<file path="config.mk">
export PLATFORM = sky130hd
export DESIGN_NAME = memorg_ctl
export DESIGN_NICKNAME = d
export VERILOG_FILES = /design/src/rtl/memorg_pkg.sv /design/src/rtl/memorg_seq.sv /design/src/rtl/memorg_mode.sv /design/src/rtl/memorg_ctl.sv
export SDC_FILE = /design/constraint.sdc
export NUM_CORES = 1
export LEC_CHECK = 0
export ABC_AREA = 1
export BUFFER_PORTS_ARGS = -buffer_cell sky130_fd_sc_hd__buf_2
export CAP_MARGIN = 10
export CORE_ASPECT_RATIO = 1.25
export CORE_MARGIN = 5
export CORE_UTILIZATION = 42
export CTS_CLUSTER_SIZE = 16
export DETAILED_ROUTE_END_ITERATION = 6
export GPL_TIMING_DRIVEN = 0
export MAX_ROUTING_LAYER = met4
export PLACE_DENSITY = 0.74
export SYNTH_ARGS = -nofsm -noshare
export SYNTH_HDL_FRONTEND = slang
export SYNTH_HIERARCHICAL = 1
export SYNTH_SLANG_ARGS = --single-unit
</file>
<file path="constraint.sdc">
create_clock -name clk -period 1.1 [get_ports clk]
set_input_delay 0.11 -clock clk [delete_from_list [all_inputs] [get_ports clk]]
set_output_delay 0.11 -clock clk [all_outputs]
set_load 0.05 [all_outputs]
</file>
<file path="src/rtl/memorg_pkg.sv">
package memorg_pkg;
    localparam int REG_W   = 8;
    localparam int B_ARM   = 7;
    localparam int B_CMT   = 6;
    localparam int B_AM_HI = 4;
    localparam int B_AM_LO = 3;
    localparam int B_PE1   = 2;
    localparam int B_PE0   = 1;
    localparam int B_SWP   = 0;
endpackage

</file>
<file path="src/rtl/memorg_seq.sv">
module memorg_seq #(
    parameter int ARM_LIFE  = 2,
    parameter int ACT_DELAY = 2
) (
    input  logic clk,
    input  logic rst_n,
    input  logic pdn,
    input  logic tick,
    input  logic wr_any,
    input  logic wr_reg,
    input  logic wr_arm,
    input  logic wr_cmt,
    output logic arm,
    output logic stage_ld,
    output logic commit_ok,
    output logic apply
);
    localparam int AGW = $clog2(ARM_LIFE + 1);
    localparam int DLW = $clog2(ACT_DELAY + 1);
    localparam logic [AGW-1:0] AGE_LAST = AGW'(ARM_LIFE - 1);
    localparam logic [DLW-1:0] DLY_INIT = DLW'(ACT_DELAY);
    localparam logic [DLW-1:0] DLY_ONE  = DLW'(1);

    typedef struct packed {
        logic           arm;
        logic [AGW-1:0] age;
        logic [DLW-1:0] dly;
    } seq_t;

    seq_t s_q, s_d;

    always_comb begin
        s_d       = s_q;
        stage_ld  = 1'b0;
        commit_ok = 1'b0;
        apply     = 1'b0;
        if (pdn) begin
            s_d = '0;
        end else if (tick) begin
            // countdown to activation
            if (s_q.dly != '0) begin
                s_d.dly = s_q.dly - 1'b1;
                apply   = (s_q.dly == DLY_ONE);
            end
            // arm flag ageing
            if (s_q.arm) begin
                if (s_q.age == AGE_LAST) s_d.arm = 1'b0;
                else                     s_d.age = s_q.age + 1'b1;
            end
            // bus write handling: commit, re-arm, or abort
            if (wr_reg && wr_cmt && s_q.arm && s_q.age == '0) begin
                commit_ok = 1'b1;
                s_d.dly   = DLY_INIT;
            end else if (wr_reg && wr_arm) begin
                stage_ld = 1'b1;
                s_d.arm  = 1'b1;
                s_d.age  = '0;
            end else if (wr_any && s_q.arm) begin
                s_d.arm = 1'b0;
            end
        end
    end

    always_ff @(posedge clk or negedge rst_n) begin
        if (!rst_n) s_q <= '0;
        else        s_q <= s_d;
    end

    assign arm = s_q.arm;

    // arm flag lives for a fixed number of ticks
    a_r5_arm_expires: assert property (@(posedge clk) disable iff (!rst_n)
        (tick && s_q.arm && s_q.age == AGE_LAST && !(wr_reg && wr_arm)) |=> !s_q.arm);

    // sequence state frozen between ticks
    a_r11_seq_hold: assert property (@(posedge clk) disable iff (!rst_n)
        (!tick && !pdn) |=> ($stable(s_q.arm) && $stable(s_q.dly)));
endmodule

</file>
<file path="src/rtl/memorg_mode.sv">
module memorg_mode (
    input  logic clk,
    input  logic rst_n,
    input  logic pdn,
    input  logic tick,
    input  logic pin,
    input  logic stage_ld,
    input  logic commit_ok,
    input  logic apply,
    input  logic new_pe1,
    input  logic new_swp,
    output logic pe1,
    output logic pe0,
    output logic swp
);
    typedef struct packed {
        logic init;
        logic pe1;
        logic pe0;
        logic swp;
        logic st_pe1;
        logic st_swp;
        logic pd_pe1;
        logic pd_swp;
    } mode_t;

    localparam mode_t MODE_RST = '{init: 1'b1, default: 1'b0};

    mode_t m_q, m_d;

    always_comb begin
        m_d = m_q;
        if (pdn) begin
            m_d = MODE_RST;
        end else begin
            if (m_q.init) begin
                m_d.pe1  = pin;
                m_d.pe0  = pin;
                m_d.init = 1'b0;
            end
            if (stage_ld) begin
                m_d.st_pe1 = new_pe1;
                m_d.st_swp = new_swp;
            end
            if (commit_ok) begin
                m_d.pd_pe1 = m_q.st_pe1;
                m_d.pd_swp = m_q.st_swp;
            end
            if (apply) begin
                m_d.pe1 = m_q.pd_pe1;
                m_d.swp = m_q.pd_swp;
            end
            if (tick && !pin) m_d.pe1 = 1'b0;
        end
    end

    always_ff @(posedge clk or negedge rst_n) begin
        if (!rst_n) m_q <= MODE_RST;
        else        m_q <= m_d;
    end

    assign pe1 = m_q.pe1;
    assign pe0 = m_q.pe0;
    assign swp = m_q.swp;

    // pin level captured on the first edge after reset release
    a_r1_pin_capture: assert property (@(posedge clk) disable iff (!rst_n)
        (m_q.init && !pdn) |=> (m_q.pe0 == $past(pin)));

    // low pin clears program-enable on the tick
    a_r9_pin_forces_clear: assert property (@(posedge clk) disable iff (!rst_n)
        (tick && !pin && !pdn) |=> !m_q.pe1);

    // swap only moves when the sequencer releases a change
    a_r7_swap_locked: assert property (@(posedge clk) disable iff (!rst_n)
        (!pdn && !apply) |=> $stable(m_q.swp));
endmodule

</file>
<file path="src/rtl/memorg_ctl.sv">
module memorg_ctl #(
    parameter int               ADDR_W    = 8,
    parameter logic [ADDR_W-1:0] REG_ADDR = 8'h9A,
    parameter int               ARM_LIFE  = 2,
    parameter int               ACT_DELAY = 2
) (
    input  logic              clk,
    input  logic              rst_n,
    input  logic              pdn,
    input  logic              icyc,
    input  logic              sfr_we,
    input  logic [ADDR_W-1:0] sfr_addr,
    input  logic [7:0]        sfr_wdata,
    output logic [7:0]        sfr_rdata,
    input  logic              prg_pin,
    input  logic [1:0]        amode_stat,
    output logic              pgm_wr_en,
    output logic              swap_en
);
    import memorg_pkg::*;

    logic hit, wr_reg;
    logic arm, stage_ld, commit_ok, apply;
    logic pe1, pe0, swp;
    logic unused_wbits;

    assign hit          = (sfr_addr == REG_ADDR);
    assign wr_reg       = sfr_we && hit;
    assign unused_wbits = ^{sfr_wdata[5:3], sfr_wdata[B_PE0]};

    memorg_seq #(
        .ARM_LIFE  (ARM_LIFE),
        .ACT_DELAY (ACT_DELAY)
    ) u_seq (
        .clk       (clk),
        .rst_n     (rst_n),
        .pdn       (pdn),
        .tick      (icyc),
        .wr_any    (sfr_we),
        .wr_reg    (wr_reg),
        .wr_arm    (sfr_wdata[B_ARM]),
        .wr_cmt    (sfr_wdata[B_CMT]),
        .arm       (arm),
        .stage_ld  (stage_ld),
        .commit_ok (commit_ok),
        .apply     (apply)
    );

    memorg_mode u_mode (
        .clk       (clk),
        .rst_n     (rst_n),
        .pdn       (pdn),
        .tick      (icyc),
        .pin       (prg_pin),
        .stage_ld  (stage_ld),
        .commit_ok (commit_ok),
        .apply     (apply),
        .new_pe1   (sfr_wdata[B_PE1]),
        .new_swp   (sfr_wdata[B_SWP]),
        .pe1       (pe1),
        .pe0       (pe0),
        .swp       (swp)
    );

    always_comb begin
        sfr_rdata = '0;
        if (hit) begin
            sfr_rdata[B_ARM]           = arm;
            sfr_rdata[B_AM_HI:B_AM_LO] = amode_stat;
            sfr_rdata[B_PE1]           = pe1;
            sfr_rdata[B_PE0]           = pe0;
            sfr_rdata[B_SWP]           = swp;
        end
    end

    assign pgm_wr_en = pe1;
    assign swap_en   = swp;

    // an arming write shows up in the arm flag
    a_r4_arm_sets: assert property (@(posedge clk) disable iff (!rst_n)
        (icyc && !pdn && wr_reg && sfr_wdata[B_ARM] && !sfr_wdata[B_CMT]) |=> arm);
endmodule

</file>
## Word-level counts from Yosys, hierarchy flattened

Cells that the tools add are included.

- Multiplexer cells: 30
- Add/subtract/negate cells: 2
- Reduce and logical (&&, ||, !) cells: 18
- Equal/unequal tests: 3

Operator list:

| kind | count |
|---|---|
| 1-bit 2-to-1 mux | 17 |
| 5-bit 2-to-1 mux | 3 |
| 2-bit 2-to-1 mux | 7 |
| 2-bit nonzero test | 6 |
| 8-bit equality test (second input constant) | 1 |
| 8-bit 2-to-1 mux | 1 |
| 1-bit logical AND | 7 |
| 3-bit 2-to-1 mux | 2 |
| 2-bit by 1-bit equality test with 1-bit output (second input constant) | 2 |
| 4-bit nonzero test | 1 |
| 3-bit nonzero test | 1 |
| 2-bit by 1-bit adder with 2-bit output (second input constant) | 1 |
| 2-bit logical NOT | 1 |
| 2-bit AND reduction | 1 |
| 2-bit by 1-bit subtractor with 2-bit output (second input constant) | 1 |
| 1-bit logical NOT | 1 |

- Register bits: 13
- Word-level logic and storage cells: 64
- Input bits: 24

## Logic depth before layout (Yosys ltp)

Gate-level depths: netlist of the first run.

- Depth after elaboration: 10
- Gate-level depth with buffers: 11
- Mapped depth without buffers: 11

## Modules after synthesis

Netlist of the first run, hierarchy kept.

Modules (own cells, without submodules):

| module | cells an instance | times used | area an instance (um^2) |
|---|---|---|---|
| memorg_seq | 50 | 1 | 354.1 |
| memorg_mode | 36 | 1 | 342.8 |
| memorg_ctl | 28 | 1 | 115.1 |

## Worst setup path after synthesis of the first run

Ideal clock, no wire load.

- Path type: reg2out
- Start point: register u_mode.m_q, in the netlist u_mode/swp
- End point: output port sfr_rdata[0]
- Setup slack: -0.382 ns
- Path buffers: 0
- Arrival time: 1.372 ns
- Required time: 0.990 ns
- Cell stages (with the launch flop): 3
- Cell sequence: dfrtp_1 inv_1 nor2_1

- Longest elaborated chain between the ends: 1

RTL lines:

| what | line | text |
|---|---|---|
| start, declared | memorg_mode.sv:29 | `mode_t m_q, m_d;` |
| start signal, assigned | memorg_mode.sv:59 | `else m_q <= m_d;` |
| 5-bit 2-to-1 mux | memorg_ctl.sv:67 | `if (hit) begin` |
| end, declared | memorg_ctl.sv:14 | `output logic [7:0] sfr_rdata,` |

No other way between the ends.

## Worst setup path after layout of the first run

- Start point: register u_seq/s_q[2] (netlist bit)
- End point: register u_mode/m_q[2] (netlist bit)

- Longest elaborated chain between the ends: 6

RTL lines:

| what | line | text |
|---|---|---|
| start, declared | memorg_seq.sv:30 | `seq_t s_q, s_d;` |
| start signal, assigned | memorg_seq.sv:65 | `if (!rst_n) s_q <= '0;` |
| start signal, assigned | memorg_seq.sv:66 | `else s_q <= s_d;` |
| 2-bit logical NOT | memorg_seq.sv:51 | `if (wr_reg && wr_cmt && s_q.arm && s_q.age == '0) begin` |
| 1-bit logical AND | memorg_seq.sv:51 |  |
| 1-bit 2-to-1 mux | memorg_seq.sv:51 |  |
| 1-bit 2-to-1 mux | memorg_seq.sv:39 | `end else if (tick) begin` |
| 1-bit 2-to-1 mux | memorg_seq.sv:37 | `if (pdn) begin` |
| via stage_ld | memorg_ctl.sv:23 | `logic arm, stage_ld, commit_ok, apply;` |
| 2-bit nonzero test (no source line) | -- |  |

The timed path passes the listed nets, and every way through them passes these cells.
A chain may end at the register's enable or synchronous reset.

==> out/metrics.json, run 1 <==
{
  "run_status": {"value": "finished with violations"},
  "failed_checks": {"value": "setup timing"},
  "post-route-period-util": {"value": 106, "unit": "%"},
  "nets": {"value": 186},
  "endpoint_kind": {"value": "flip-flop"},
  "post-synth-top-area-fraction": {"value": 37.0, "unit": "%"},
  "cts_tree": {"value": "built"},
  "antenna_violations_before_repair": {"value": 0},
  "port_buffers": {"value": 27},
  "initial_drt_markers": {"value": 21},
  "detailroute.via_count": {"value": 859},
  "cts-buffers-inserted": {"value": 3},
  "post-route-drc-count": {"value": 0},
  "syn-instance-count": {"value": 114},
  "dp.final_hpwl": {"value": 1390, "unit": "um"},
  "synth_simple_gate_area_share": {"value": 32.8, "unit": "%"},
  "ys_warn_count": {"value": 6},
  "cp_slowest_stage_delay": {"value": 0.40, "unit": "ns"},
  "setup.worst_path.start_class": {"value": "flip-flop"},
  "cellPowerDensity": {"value": 1060, "unit": "mW/mm2"},
  "detail-route-antenna-nets": {"value": 0},
  "synth.avg_cell_area": {"value": 7.12, "unit": "um2"},
  "combinational_family_with_the_most_area_after_synthesis": {"value": "simple AND/OR/NAND/NOR gates"},
  "cell_class_contributing_the_biggest_share_of_worst_path_delay": {"value": "simple AND/OR/NAND/NOR gates"},
  "cts.root.buffer_cell": {"value": "sky130_fd_sc_hd__clkbuf_4"},
  "timing.max_cap.violations": {"value": 0},
  "gr-usage-all-layers": {"value": 14.7, "unit": "%"},
  "num-fill-cells": {"value": 147},
  "cp_slowest_cell": {"value": "sky130_fd_sc_hd__dfrtp_1"},
  "avgRoutedWirePerCell": {"value": 11.1, "unit": "um"},
  "ir_worst_vdd": {"value": 0.809, "unit": "mV"},
  "timing.final.ws_setup": {"value": -0.0683, "unit": "ns"},
  "critical_path.cell_chain": {"value": "inv_2, nand2_2, nor2_4, nor2_4, or2_4, o21ai_2"},
  "overflow": {"value": 0},
  "fraction_of_the_mapped_netlist_area_in_compound_gates": {"value": 10.5, "unit": "%"},
  "worstPathMaxFanout": {"value": 3},
  "post_drt_via_cell_ratio": {"value": 4.83},
  "worstPathArrival": {"value": 1.38, "unit": "ns"},
  "multi_input_area": {"value": 543, "unit": "um2"},
  "synth_adder_area_share": {"value": 3.08, "unit": "%"},
  "register_area_share_after_synthesis": {"value": 40.2, "unit": "%"},
  "die-area": {"value": 0.00292, "unit": "mm2"},
  "register_area": {"value": 329, "unit": "um2"},
  "total_wirelength_of_the_detailed_routed_design": {"value": 1970, "unit": "um"},
  "htree_num_levels": {"value": 1},
  "cts_num_sinks": {"value": 13},
  "synthTopCellsByArea": {"value": "sky130_fd_sc_hd__dfrtp_1, sky130_fd_sc_hd__inv_1, sky130_fd_sc_hd__nand2_1, sky130_fd_sc_hd__nor2_1, sky130_fd_sc_hd__nand3_1"},
  "synth_mux_area_share": {"value": 0, "unit": "%"},
  "drv_slew": {"value": 0},
  "floorplan.die.height": {"value": 59.2, "unit": "um"},
  "cellLeakagePower": {"value": 0.000681, "unit": "uW"},
  "timing.final.setup_violations": {"value": 8},
  "post-synth-top-area-cell": {"value": "sky130_fd_sc_hd__dfrtp_1"},
  "grt_start_max_net_pins": {"value": 14},
  "clkSlewWorstSetupHoldPaths": {"value": 0.08, "unit": "ns"},
  "worst-setup-path-type": {"value": "reg -> reg"},
  "grt_first_pass_wirelength": {"value": 3310, "unit": "um"},
  "post-route-min-period": {"value": 1.17, "unit": "ns"},
  "pin_count": {"value": 34},
  "syn_area": {"value": 812, "unit": "um2"},
  "flow.area_growth_from_synthesis": {"value": 63.8, "unit": "%"},
  "clk-insertion-delay-late": {"value": 0.28, "unit": "ns"},
  "start_util": {"value": 44.9, "unit": "%"},
  "critPathRequiredTime": {"value": 1.31, "unit": "ns"},
  "drive_gt1_share": {"value": 58.5, "unit": "%"},
  "critical_path.most_common_cell": {"value": "sky130_fd_sc_hd__nor2_4"},
  "cp.buffers_inverters": {"value": 1},
  "setup_total_negative_slack": {"value": -0.304, "unit": "ns"},
  "synth_enable_flop_cells": {"value": 0},
  "synth_cell_types": {"value": 22},
  "gp_congestion": {"value": 0.813},
  "num_rows": {"value": 17},
  "cell_with_the_most_instances_after_synthesis": {"value": "sky130_fd_sc_hd__inv_1"},
  "num_antenna_cells": {"value": 0},
  "rsz0062_at_grt": {"value": "true"},
  "worst_hold_path_type": {"value": "in -> reg"},
  "core_area": {"value": 0.00181, "unit": "mm2"},
  "final-hold-violation-count": {"value": 0},
  "placement.cell_area": {"value": 0.00108, "unit": "mm2"},
  "drt-pass1-iter-count": {"value": 4},
  "ys_seq_elements": {"value": 13},
  "maxClockFrequency": {"value": 0.856, "unit": "GHz"},
  "ys_top_cells_by_count": {"value": "sky130_fd_sc_hd__inv_1, sky130_fd_sc_hd__nand2_1, sky130_fd_sc_hd__nor2_1"},
  "post_synth_xor_area_fraction": {"value": 0, "unit": "%"},
  "ys_async_sr_fraction": {"value": 100, "unit": "%"},
  "grt_pass1_vias": {"value": 824},
  "clock_tree.buffer_depth": {"value": 2},
  "floorplan.die.width": {"value": 49.3, "unit": "um"},
  "synth-main-ff-cell": {"value": "sky130_fd_sc_hd__dfrtp_1"},
  "stdcell_area": {"value": 0.00133, "unit": "mm2"},
  "fin_skew": {"value": 0.00414, "unit": "ns"}
}
## final timing paths
kind | start | endpoint | slack [ns] | cells past startpoint
worst max-delay path | u_seq/s_q[2] | u_mode/m_q[2] | -0.07 | 6
worst min-delay path | pdn | u_mode/m_q[7] | 0.05 | 1
worst max register to register | u_seq/s_q[2] | u_mode/m_q[2] | -0.07 | 6
worst min register to register | u_seq/s_q[1] | u_seq/s_q[1] | 0.51 | 2
max in group asynchronous | rst_n | u_mode/m_q[7] | 0.58 | 2
min in group asynchronous | rst_n | u_seq/s_q[3] | 0.24 | 2
## where the power goes
group | total (uW) | internal (uW) | switching, uW
combinational | 548 | 245 | 303
sequential | 564 | 523 | 40.7
clock | 300 | 141 | 160
total | 1410 | 909 | 504
## metrics by stage
step	std cells	hold WS, ns	total power (uW)	setup WS (ns)	utilization [%]
2_1_floorplan	115	-0.186	808	-0.0823	-
3_3_place_gp	161	0.00968	902	-0.357	59.8
3_5_place_dp	161	0.0128	912	-0.359	59.8
4_1_cts	172	0.0362	1380	-0.0441	68.5
5_1_grt	178	0.0383	1500	-0.132	73.6
6_report	178	0.0470	1410	-0.0683	73.6
## cells in the final DEF, fill, tap and decap left out, types with 2 or more instances in the layout
cell,count
sky130_fd_sc_hd__a21oi_1,3
sky130_fd_sc_hd__a21oi_2,2
sky130_fd_sc_hd__buf_2,21
sky130_fd_sc_hd__buf_4,15
sky130_fd_sc_hd__buf_6,4
sky130_fd_sc_hd__clkbuf_4,3
sky130_fd_sc_hd__conb_1,2
sky130_fd_sc_hd__dfrtp_1,10
sky130_fd_sc_hd__dfrtp_2,2
sky130_fd_sc_hd__ha_4,2
sky130_fd_sc_hd__inv_1,12
sky130_fd_sc_hd__inv_2,7
sky130_fd_sc_hd__inv_4,2
sky130_fd_sc_hd__nand2_1,14
sky130_fd_sc_hd__nand2_2,3
sky130_fd_sc_hd__nand2_4,6
sky130_fd_sc_hd__nand3_1,7
sky130_fd_sc_hd__nand3_2,2
sky130_fd_sc_hd__nand4_1,4
sky130_fd_sc_hd__nor2_1,6
sky130_fd_sc_hd__nor2_2,4
sky130_fd_sc_hd__nor2_4,9
sky130_fd_sc_hd__o21ai_0,2
sky130_fd_sc_hd__o21ai_1,2
sky130_fd_sc_hd__o21ai_2,5
## per-layer routing
layer / track usage [%] / vias up / wire (um)
met5: - / - / 0
met3: 4.28 / 4 / 169
met1: 14.4 / 385 / 722
met2: 26.5 / 27 / 1050
met4: 6.92 / 0 / 29
li1: - / 443 / -
## cells by family (layout without fill, tap and decap cells)
kind of cell / after synthesis / in the layout
and+or+nand+nor: 57 / 57
buffers and inverters: 26 / 70
AOI/OAI and AO/OA: 15 / 15
DFF: 13 / 13
adders and majority gates: 2 / 2
other: 1 / 2
## cell type report
cell class | instances | area share [%]
timing repair buffer | 40 | 20.5
multi-input combinational | 76 | 40.8
buffer | 2 | 1.13
inverter | 24 | 9.03
sequential | 13 | 24.7
tap | 19 | 1.79
clock buffer | 4 | 1.98
## state kept, by name (all words and copies together) (netlist names)
| signal | flops |
|---|---|
| u_mode/m_q | 5 |
| u_mode/swp | 1 |
| u_mode/pe1 | 1 |
| u_mode/pe0 | 1 |
| u_seq/arm | 1 |
| u_seq/s_q | 4 |
## repair_timing
| item | CTS | global route |
|---|---|---|
| setup buffers | 6 | 6 |
| endpoints found under the setup margin | 10 | 12 |
| pin swaps | 14 | 8 |
| hold endpoints to repair | 13 | 0 |
| gates resized for setup | 22 | 18 |
| hold buffers | 1 | 0 |
No activity file was read; power rests on OpenSTA's default activity.
==> run 2: changes to the inputs <==
==> constraint.sdc (replaced) <==
create_clock -name clk -period 1.1 [get_ports clk]
set_input_delay 0.22 -clock clk [delete_from_list [all_inputs] [get_ports clk]]
set_output_delay 0.22 -clock clk [all_outputs]
set_load 0.05 [all_outputs]
==> run 2 against run 1 <==
Net effect: the run still ends with setup timing left; total power fell by 1.6%; non-clock buffer count rose by 4; utilization rose by 7.4 points; first-iteration DRC count did not move; sequential power rose by 1%; wire length rose by 28%; combinational power fell by 4.6%; global-route usage rose by 2.3 points; sequential cell count did not move; design area rose by 10%; critical endpoint is now sfr_rdata[1]; highest routed layer unchanged.
==> out/metrics.json, run 2 (synthesis gave the netlist of run 1 again) <==
{
  "switching_share": {"value": 34.6, "unit": "%", "change": "-0.99 points"},
  "gr-usage-all-layers": {"value": 17.0, "unit": "%", "change": "+2.3 points"},
  "cts_num_sinks": {"value": 13, "change": "unchanged"},
  "fin_worst_hold_slack": {"value": 0.162, "unit": "ns", "change": "+0.115 ns"},
  "overflow": {"value": 0, "change": "unchanged"},
  "fin_skew": {"value": 0.00671, "unit": "ns", "change": "+0.00256 ns"},
  "dp.final_hpwl": {"value": 1370, "unit": "um", "change": "-0.83%"},
  "cp_slowest_cell": {"value": "sky130_fd_sc_hd__nor2_4"},
  "ir_worst_vdd": {"value": 0.929, "unit": "mV", "change": "+15%"},
  "hold_path_cells": {"value": 1, "change": "unchanged"},
  "largest-register": {"value": "u_mode/m_q"},
  "num_antenna_cells": {"value": 0, "change": "unchanged"},
  "cts-buffers-inserted": {"value": 3, "change": "unchanged"},
  "timing.max_cap.violations": {"value": 0, "change": "unchanged"},
  "final-hold-violation-count": {"value": 0, "change": "unchanged"},
  "grt_pass1_vias": {"value": 891, "change": "+8.1%"},
  "num-fill-cells": {"value": 108, "change": "-27%"},
  "multi_input_area": {"value": 558, "unit": "um2", "change": "+2.8%"},
  "cellPowerDensity": {"value": 949, "unit": "mW/mm2", "change": "-11%"},
  "clkSlewWorstSetupHoldPaths": {"value": 0.08, "unit": "ns", "change": "about the same"},
  "initial_drt_markers": {"value": 21, "change": "unchanged"},
  "critical_path.reg2reg.endpoint": {"value": "u_mode/m_q[3]"},
  "grt_first_pass_wirelength": {"value": 3860, "unit": "um", "change": "+17%"},
  "num_rows": {"value": 17, "change": "unchanged"},
  "worst-setup-path-type": {"value": "in -> out"},
  "layout.cells.most_common_list": {"value": "sky130_fd_sc_hd__buf_2, sky130_fd_sc_hd__nand2_1, sky130_fd_sc_hd__buf_4"},
  "nets": {"value": 190, "change": "+2.2%"},
  "cellLeakagePower": {"value": 0.000708, "unit": "uW", "change": "+4.0%"},
  "cp.buffers_inverters": {"value": 4, "change": "+3"},
  "worst_hold_path_type": {"value": "in -> reg"},
  "sequential_share_of_power": {"value": 41.1, "unit": "%", "change": "+1.2 points"},
  "endpoint_kind": {"value": "output pin"},
  "post_drt_via_cell_ratio": {"value": 5.06, "change": "+4.9%"},
  "r2r.worst_path.cells": {"value": 6, "change": "unchanged"},
  "start_util": {"value": 44.9, "unit": "%", "change": "unchanged"},
  "post-route-period-util": {"value": 115, "unit": "%", "change": "+8.7 points"},
  "post-route-drc-count": {"value": 0, "change": "unchanged"},
  "run_status": {"value": "finished with violations"},
  "clock_network_fraction_of_total_power": {"value": 21.3, "unit": "%", "change": "about the same"},
  "rsz0062_at_grt": {"value": "true"},
  "power.net_switching": {"value": 482, "unit": "uW", "change": "-4.4%"},
  "worst_r2r_setup_slack": {"value": -0.11, "unit": "ns", "change": "-0.04 ns"},
  "drive_gt1_share": {"value": 59.5, "unit": "%", "change": "+1.0 points"},
  "die-area": {"value": 0.00292, "unit": "mm2", "change": "unchanged"},
  "timing.final.ws_setup": {"value": -0.164, "unit": "ns", "change": "-0.0959 ns"},
  "cell_class_contributing_the_biggest_share_of_worst_path_delay": {"value": "buffers and inverters"},
  "port_buffers": {"value": 27, "change": "unchanged"},
  "floorplan.die.width": {"value": 49.3, "unit": "um", "change": "unchanged"},
  "avgRoutedWirePerCell": {"value": 13.8, "unit": "um", "change": "+25%"},
  "final_util": {"value": 81.0, "unit": "%", "change": "+7.4 points"},
  "critPathRequiredTime": {"value": 0.88, "unit": "ns", "change": "-0.43 ns"},
  "combinationalPowerShare": {"value": 37.6, "unit": "%", "change": "-1.2 points"},
  "register_area": {"value": 328, "unit": "um2", "change": "-0.38%"},
  "stdcell_count": {"value": 182, "change": "+2.2%"},
  "worstPathArrival": {"value": 1.04, "unit": "ns", "change": "-0.34 ns"},
  "htree_num_levels": {"value": 1, "change": "unchanged"},
  "dp_worst_setup_slack": {"value": -0.534, "unit": "ns", "change": "-0.174 ns"},
  "largest_registers": {"value": "u_mode/m_q: 5 flops, u_seq/s_q: 4 flops"},
  "critical_path.cell_chain": {"value": "buf_8, inv_4, nand2_4, nor2_4, nand2_8, buf_12, nor2_4, buf_8"},
  "maxClockFrequency": {"value": 0.791, "unit": "GHz", "change": "-7.6%"},
  "detail-route-antenna-nets": {"value": 0, "change": "unchanged"},
  "core_area": {"value": 0.00181, "unit": "mm2", "change": "unchanged"},
  "flow.area_growth_from_synthesis": {"value": 80.3, "unit": "%"},
  "failed_checks": {"value": "setup timing"},
  "r2r-start": {"value": "u_seq/s_q[3]"},
  "worstPathMaxFanout": {"value": 5, "change": "+2"},
  "placed_cells": {"value": 161, "change": "unchanged"},
  "post-route-min-period": {"value": 1.26, "unit": "ns", "change": "+0.0959 ns"},
  "largest_register_ffs": {"value": 5, "change": "unchanged"},
  "cts.root.buffer_cell": {"value": "sky130_fd_sc_hd__clkbuf_4"},
  "pin_count": {"value": 34, "change": "unchanged"},
  "antenna_violations_before_repair": {"value": 0, "change": "unchanged"},
  "internal": {"value": 908, "unit": "uW", "change": "-0.12%"},
  "cp_slowest_stage_delay": {"value": 0.15, "unit": "ns", "change": "-0.25 ns"},
  "drt-pass1-iter-count": {"value": 4, "change": "unchanged"},
  "clk-insertion-delay-late": {"value": 0.27, "unit": "ns", "change": "about the same"},
  "clock_tree.buffer_depth": {"value": 2, "change": "unchanged"},
  "timing.final.setup_violations": {"value": 17, "change": "+9"},
  "gp_congestion": {"value": 0.749, "change": "-7.9%"},
  "hold_path.startpoint": {"value": "pdn"},
  "grt_start_max_net_pins": {"value": 14, "change": "unchanged"},
  "floorplan.die.height": {"value": 59.2, "unit": "um", "change": "unchanged"},
  "power": {"value": 1390, "unit": "uW", "change": "-1.6%"},
  "cts_tree": {"value": "built"},
  "setup.worst_path.start_class": {"value": "input port"},
  "min_to": {"value": "u_mode/m_q[7]"},
  "drv_slew": {"value": 0, "change": "unchanged"},
  "total_wirelength_of_the_detailed_routed_design": {"value": 2510, "unit": "um", "change": "+28%"},
  "detailroute.via_count": {"value": 921, "change": "+7.2%"}
}
-- run 2: cell count changes in the layout (fill, tap and decap cells not counted), moves of 2 or more --
cell                      delta
sky130_fd_sc_hd__nor2_4      +3
sky130_fd_sc_hd__nor2_1      -2
sky130_fd_sc_hd__buf_6       +8
sky130_fd_sc_hd__buf_4       -2
sky130_fd_sc_hd__buf_8       +4
sky130_fd_sc_hd__nand2_4     -2
sky130_fd_sc_hd__buf_2       -7
-- run 2: through the flow --
| stage | TNS, ns | instance area (um2) |
|---|---|---|
| 2_1_floorplan | -1.41 | 947 |
| 3_5_place_dp | -4.50 | 1110 |
| 4_1_cts | -1.51 | 1350 |
| 6_report | -1.89 | 1460 |
| 5_1_grt | -2.78 | 1460 |
| 3_3_place_gp | -4.32 | 1110 |
-- run 2: layer usage --
metal  share of wire, %  global-route usage [%]
met5                  0                       -
met4               0.32                    3.46
met3                7.1                    3.02
met2                 53                    32.0
met1                 39                    18.4
-- run 2: cell type report --
class,count,share of cell area [%]
tap,19,1.62
inverter,24,8.21
clock buffer,4,1.79
multi-input combinational,76,38.1
buffer,2,1.03
sequential,13,22.4
timing repair buffer,44,26.8
-- run 2: repair_timing --
item	CTS	global route
setup endpoints to repair	17	18
setup buffers	10	6
hold buffers	1	0
pin swaps	14	15
endpoints found under the hold margin	12	0
gates resized for setup	35	22
-- run 2: how the worst max path moves through the flow --
stage	from	end	depth (start not counted)
after floorplan	u_mode/pe1	sfr_rdata[2]	2
after global placement	sfr_addr[5]	u_mode/m_q[3]	11
after detailed placement	sfr_addr[5]	u_mode/m_q[2]	11
after CTS	sfr_addr[6]	u_mode/m_q[2]	11
after global routing	sfr_addr[6]	u_mode/m_q[3]	11
final	sfr_addr[6]	sfr_rdata[1]	8
-- run 2: power by group through the flow --
stage / Clock (uW) / Combinational [uW] / Sequential, uW
after global placement: 0 / 351 / 561
final: 296 / 523 / 571
after CTS: 302 / 445 / 563
after floorplan: 0 / 247 / 570
after global routing: 327 / 577 / 579
after detailed placement: 0 / 360 / 561
==> run 3: changes to the inputs <==
--- a/config.mk
+++ b/config.mk
@@ -10,13 +10,15 @@
 export CAP_MARGIN = 10
 export CORE_ASPECT_RATIO = 1.25
 export CORE_MARGIN = 5
-export CORE_UTILIZATION = 42
+export CORE_UTILIZATION = 50
 export CTS_CLUSTER_SIZE = 16
 export DETAILED_ROUTE_END_ITERATION = 6
 export GPL_TIMING_DRIVEN = 0
 export MAX_ROUTING_LAYER = met4
-export PLACE_DENSITY = 0.74
+export PLACE_DENSITY = 0.83
+export SKIP_CTS_REPAIR_TIMING = 1
 export SYNTH_ARGS = -nofsm -noshare
 export SYNTH_HDL_FRONTEND = slang
 export SYNTH_HIERARCHICAL = 1
 export SYNTH_SLANG_ARGS = --single-unit
+export TNS_END_PERCENT = 30
==> constraint.sdc (replaced) <==
create_clock -name clk -period 1.63 [get_ports clk]
set_input_delay 0.326 -clock clk [delete_from_list [all_inputs] [get_ports clk]]
set_output_delay 0.326 -clock clk [all_outputs]
set_load 0.05 [all_outputs]
==> run 3 against run 2 <==
Net effect: the run now ends clean; critical endpoint is now sfr_rdata[7]; critical path depth is 5 lower; die area is 13% lower; wire length is 30% lower; setup slack better by 0.32 ns; design area is 31% lower; total power is 42% lower; combinational power is 56% lower; via count is 13% lower; utilization is 16 points lower.
==> out/metrics.json, run 3 (synthesis gave the netlist of run 1 again) <==
{
  "run_status": {"value": "finished, final reports clean"},
  "route.met3.wl": {"value": 174, "unit": "um", "change": "-2.2%"},
  "port_buffers": {"value": 27, "change": "unchanged"},
  "cp_slowest_cell": {"value": "sky130_fd_sc_hd__dfrtp_1"},
  "dp.final_hpwl": {"value": 1350, "unit": "um", "change": "-1.7%"},
  "wl_met1": {"value": 654, "unit": "um", "change": "-34%"},
  "largest_register_ffs": {"value": 5, "change": "unchanged"},
  "startpoint": {"value": "u_seq/arm"},
  "antenna_violations_before_repair": {"value": 0, "change": "unchanged"},
  "register_area": {"value": 327, "unit": "um2", "change": "-0.38%"},
  "htree_num_levels": {"value": 1, "change": "unchanged"},
  "switching_share": {"value": 33.2, "unit": "%", "change": "-1.5 points"},
  "internal": {"value": 537, "unit": "uW", "change": "-41%"},
  "clock_network_fraction_of_total_power": {"value": 24.7, "unit": "%", "change": "+3.4 points"},
  "cts.root.buffer_cell": {"value": "sky130_fd_sc_hd__clkbuf_4"},
  "final-hold-violation-count": {"value": 0, "change": "unchanged"},
  "cts_num_sinks": {"value": 13, "change": "unchanged"},
  "clock_tree.buffer_depth": {"value": 2, "change": "unchanged"},
  "largest-register": {"value": "u_mode/m_q"},
  "worst_hold_path_type": {"value": "in -> reg"},
  "rsz0062_at_grt": {"value": "false"},
  "drive_gt1_share": {"value": 32.0, "unit": "%", "change": "-28 points"},
  "cp_slowest_stage_delay": {"value": 0.45, "unit": "ns", "change": "+0.30 ns"},
  "timing.final.setup_violations": {"value": 0, "change": "-17"},
  "overflow": {"value": 0, "change": "unchanged"},
  "post-route-min-period": {"value": 1.48, "unit": "ns"},
  "hold_path.startpoint": {"value": "pdn"},
  "grt_start_max_net_pins": {"value": 14, "change": "unchanged"},
  "timing.max_cap.violations": {"value": 0, "change": "unchanged"},
  "layout.cells.most_common_list": {"value": "sky130_fd_sc_hd__buf_2, sky130_fd_sc_hd__inv_1, sky130_fd_sc_hd__nand2_1"},
  "cp.buffers_inverters": {"value": 2, "change": "-2"},
  "grt_pass1_vias": {"value": 694, "change": "-22%"},
  "nets": {"value": 174, "change": "-8.4%"},
  "cellLeakagePower": {"value": 0.000570, "unit": "uW", "change": "-20%"},
  "r2r-start": {"value": "u_seq/s_q[2]"},
  "route.top_layer_used": {"value": "met4"},
  "worstPathArrival": {"value": 1.15, "unit": "ns", "change": "+0.11 ns"},
  "worst-setup-path-type": {"value": "reg -> out"},
  "initial_drt_markers": {"value": 24, "change": "+14%"},
  "fin_worst_hold_slack": {"value": 0.240, "unit": "ns", "change": "+0.0783 ns"},
  "pin_count": {"value": 34, "change": "unchanged"},
  "worstPathMaxFanout": {"value": 6, "change": "+1"},
  "critPathRequiredTime": {"value": 1.30, "unit": "ns", "change": "+0.42 ns"},
  "fin_skew": {"value": 0.00167, "unit": "ns", "change": "-0.00504 ns"},
  "gp_congestion": {"value": 0.805, "change": "+7.6%"},
  "stdcell_area": {"value": 0.00101, "unit": "mm2", "change": "-31%"},
  "num_antenna_cells": {"value": 0, "change": "unchanged"},
  "sequential_share_of_power": {"value": 46.9, "unit": "%", "change": "+5.8 points"},
  "cell_class_contributing_the_biggest_share_of_worst_path_delay": {"value": "flip-flops"},
  "largest_registers": {"value": "u_mode/m_q: 5 flops, u_seq/s_q: 4 flops"},
  "total_wirelength_of_the_detailed_routed_design": {"value": 1770, "unit": "um", "change": "-30%"},
  "drv_slew": {"value": 0, "change": "unchanged"},
  "ir_worst_vdd": {"value": 0.606, "unit": "mV", "change": "-35%"},
  "flow.area_growth_from_synthesis": {"value": 25.0, "unit": "%"},
  "cts_tree": {"value": "built"},
  "combinationalPowerShare": {"value": 28.4, "unit": "%", "change": "-9.2 points"},
  "detailroute.via_count": {"value": 801, "change": "-13%"},
  "cts-buffers-inserted": {"value": 3, "change": "unchanged"},
  "floorplan.die.height": {"value": 55.1, "unit": "um", "change": "-6.9%"},
  "post-route-period-util": {"value": 90.7, "unit": "%"},
  "route.met2.wl": {"value": 921, "unit": "um", "change": "-31%"},
  "gr-usage-all-layers": {"value": 15.1, "unit": "%", "change": "-1.9 points"},
  "num_rows": {"value": 16, "change": "-1"},
  "avgRoutedWirePerCell": {"value": 10.7, "unit": "um", "change": "-23%"},
  "drt-pass1-iter-count": {"value": 4, "change": "unchanged"},
  "timing.final.ws_setup": {"value": 0.152, "unit": "ns", "change": "+0.316 ns"},
  "post-route-drc-count": {"value": 0, "change": "unchanged"},
  "detail-route-antenna-nets": {"value": 0, "change": "unchanged"},
  "num-fill-cells": {"value": 146, "change": "+35%"},
  "multi_input_area": {"value": 389, "unit": "um2", "change": "-30%"},
  "grt_first_pass_wirelength": {"value": 2620, "unit": "um", "change": "-32%"},
  "power.net_switching": {"value": 267, "unit": "uW", "change": "-45%"},
  "clkSlewWorstSetupHoldPaths": {"value": 0.08, "unit": "ns", "change": "about the same"},
  "post_drt_via_cell_ratio": {"value": 4.85, "change": "-4.1%"},
  "clk-insertion-delay-late": {"value": 0.27, "unit": "ns", "change": "about the same"},
  "layout_commonest_cell": {"value": "sky130_fd_sc_hd__buf_2"},
  "floorplan.die.width": {"value": 46.0, "unit": "um", "change": "-6.7%"},
  "dp_worst_setup_slack": {"value": -0.184, "unit": "ns", "change": "+0.350 ns"},
  "die-area": {"value": 0.00254, "unit": "mm2", "change": "-13%"},
  "maxClockFrequency": {"value": 0.676, "unit": "GHz"},
  "placement.cell_area": {"value": 976, "unit": "um2", "change": "-12%"},
  "endpoint_kind": {"value": "output pin"},
  "start_util": {"value": 52.0, "unit": "%", "change": "+7.1 points"},
  "critical_path.cell_chain": {"value": "inv_1, nor2_1, buf_2"},
  "core_area": {"value": 0.00156, "unit": "mm2", "change": "-14%"},
  "setup.worst_path.start_class": {"value": "flip-flop"},
  "cellPowerDensity": {"value": 792, "unit": "mW/mm2", "change": "-17%"}
}
[run 3: changes by cell type in the layout (fill, tap and decap cells not counted), moves of 6 or more]
cell / previous run / this run
sky130_fd_sc_hd__buf_4: 13 / 2
sky130_fd_sc_hd__buf_6: 12 / 0
sky130_fd_sc_hd__buf_2: 14 / 27
sky130_fd_sc_hd__nor2_4: 12 / 1
sky130_fd_sc_hd__nand2_1: 14 / 21
sky130_fd_sc_hd__inv_2: 8 / 2
sky130_fd_sc_hd__inv_1: 11 / 22
sky130_fd_sc_hd__nor2_1: 4 / 13
[run 3: through the flow]
| step | power (uW) | TNS (ns) | instances | util, % |
|---|---|---|---|---|
| CTS | 806 | 0 | 164 | 64.2 |
| global placement | 582 | -0.438 | 160 | 62.5 |
| global route | 854 | 0 | 165 | 65.0 |
| detailed placement | 592 | -0.681 | 160 | 62.5 |
| floorplan | 527 | -0.0681 | 115 | - |
| finish | 804 | 0 | 165 | 65.0 |
[run 3: power groups by stage]
stage	clock network (uW)	logic (uW)	registers [uW]
CTS	209	222	375
finish	199	228	377
global placement	0	203	379
detailed placement	0	211	381
floorplan	0	142	385
global route	221	255	378
[run 3: layout make-up]
| class | instances | share of cell area, % |
|---|---|---|
| multi-input combinational | 76 | 38.3 |
| buffer | 2 | 1.48 |
| tap | 18 | 2.22 |
| timing repair buffer | 28 | 14.3 |
| sequential | 13 | 32.2 |
| clock buffer | 4 | 2.59 |
| inverter | 24 | 8.88 |
[run 3: worst paths after layout]
check	cells past startpoint	end	slack [ns]
worst max register to register	7	u_mode/m_q[1]	0.33
worst max-delay path	3	sfr_rdata[7]	0.15
min in group asynchronous	2	u_seq/s_q[1]	0.46
worst min-delay path	1	u_mode/m_q[7]	0.24
max in group asynchronous	2	u_mode/m_q[7]	0.89
worst min register to register	2	u_mode/swp	0.49
[run 3: worst register-to-register path: stages, from the launching register on]
cell                      delay [ns]
sky130_fd_sc_hd__dfrtp_1        0.42
sky130_fd_sc_hd__inv_2          0.09
sky130_fd_sc_hd__nand2_2        0.07
sky130_fd_sc_hd__nor2_4         0.17
sky130_fd_sc_hd__nand2_1        0.12
sky130_fd_sc_hd__inv_1          0.12
sky130_fd_sc_hd__o21ai_0        0.10
sky130_fd_sc_hd__a21oi_1        0.13
[run 3: metal layers]
metal / track usage, % / vias up
met5: - / -
met4: 9.95 / 0
li1: - / 416
met2: 26.4 / 35
met1: 15.1 / 348
met3: 2.59 / 2
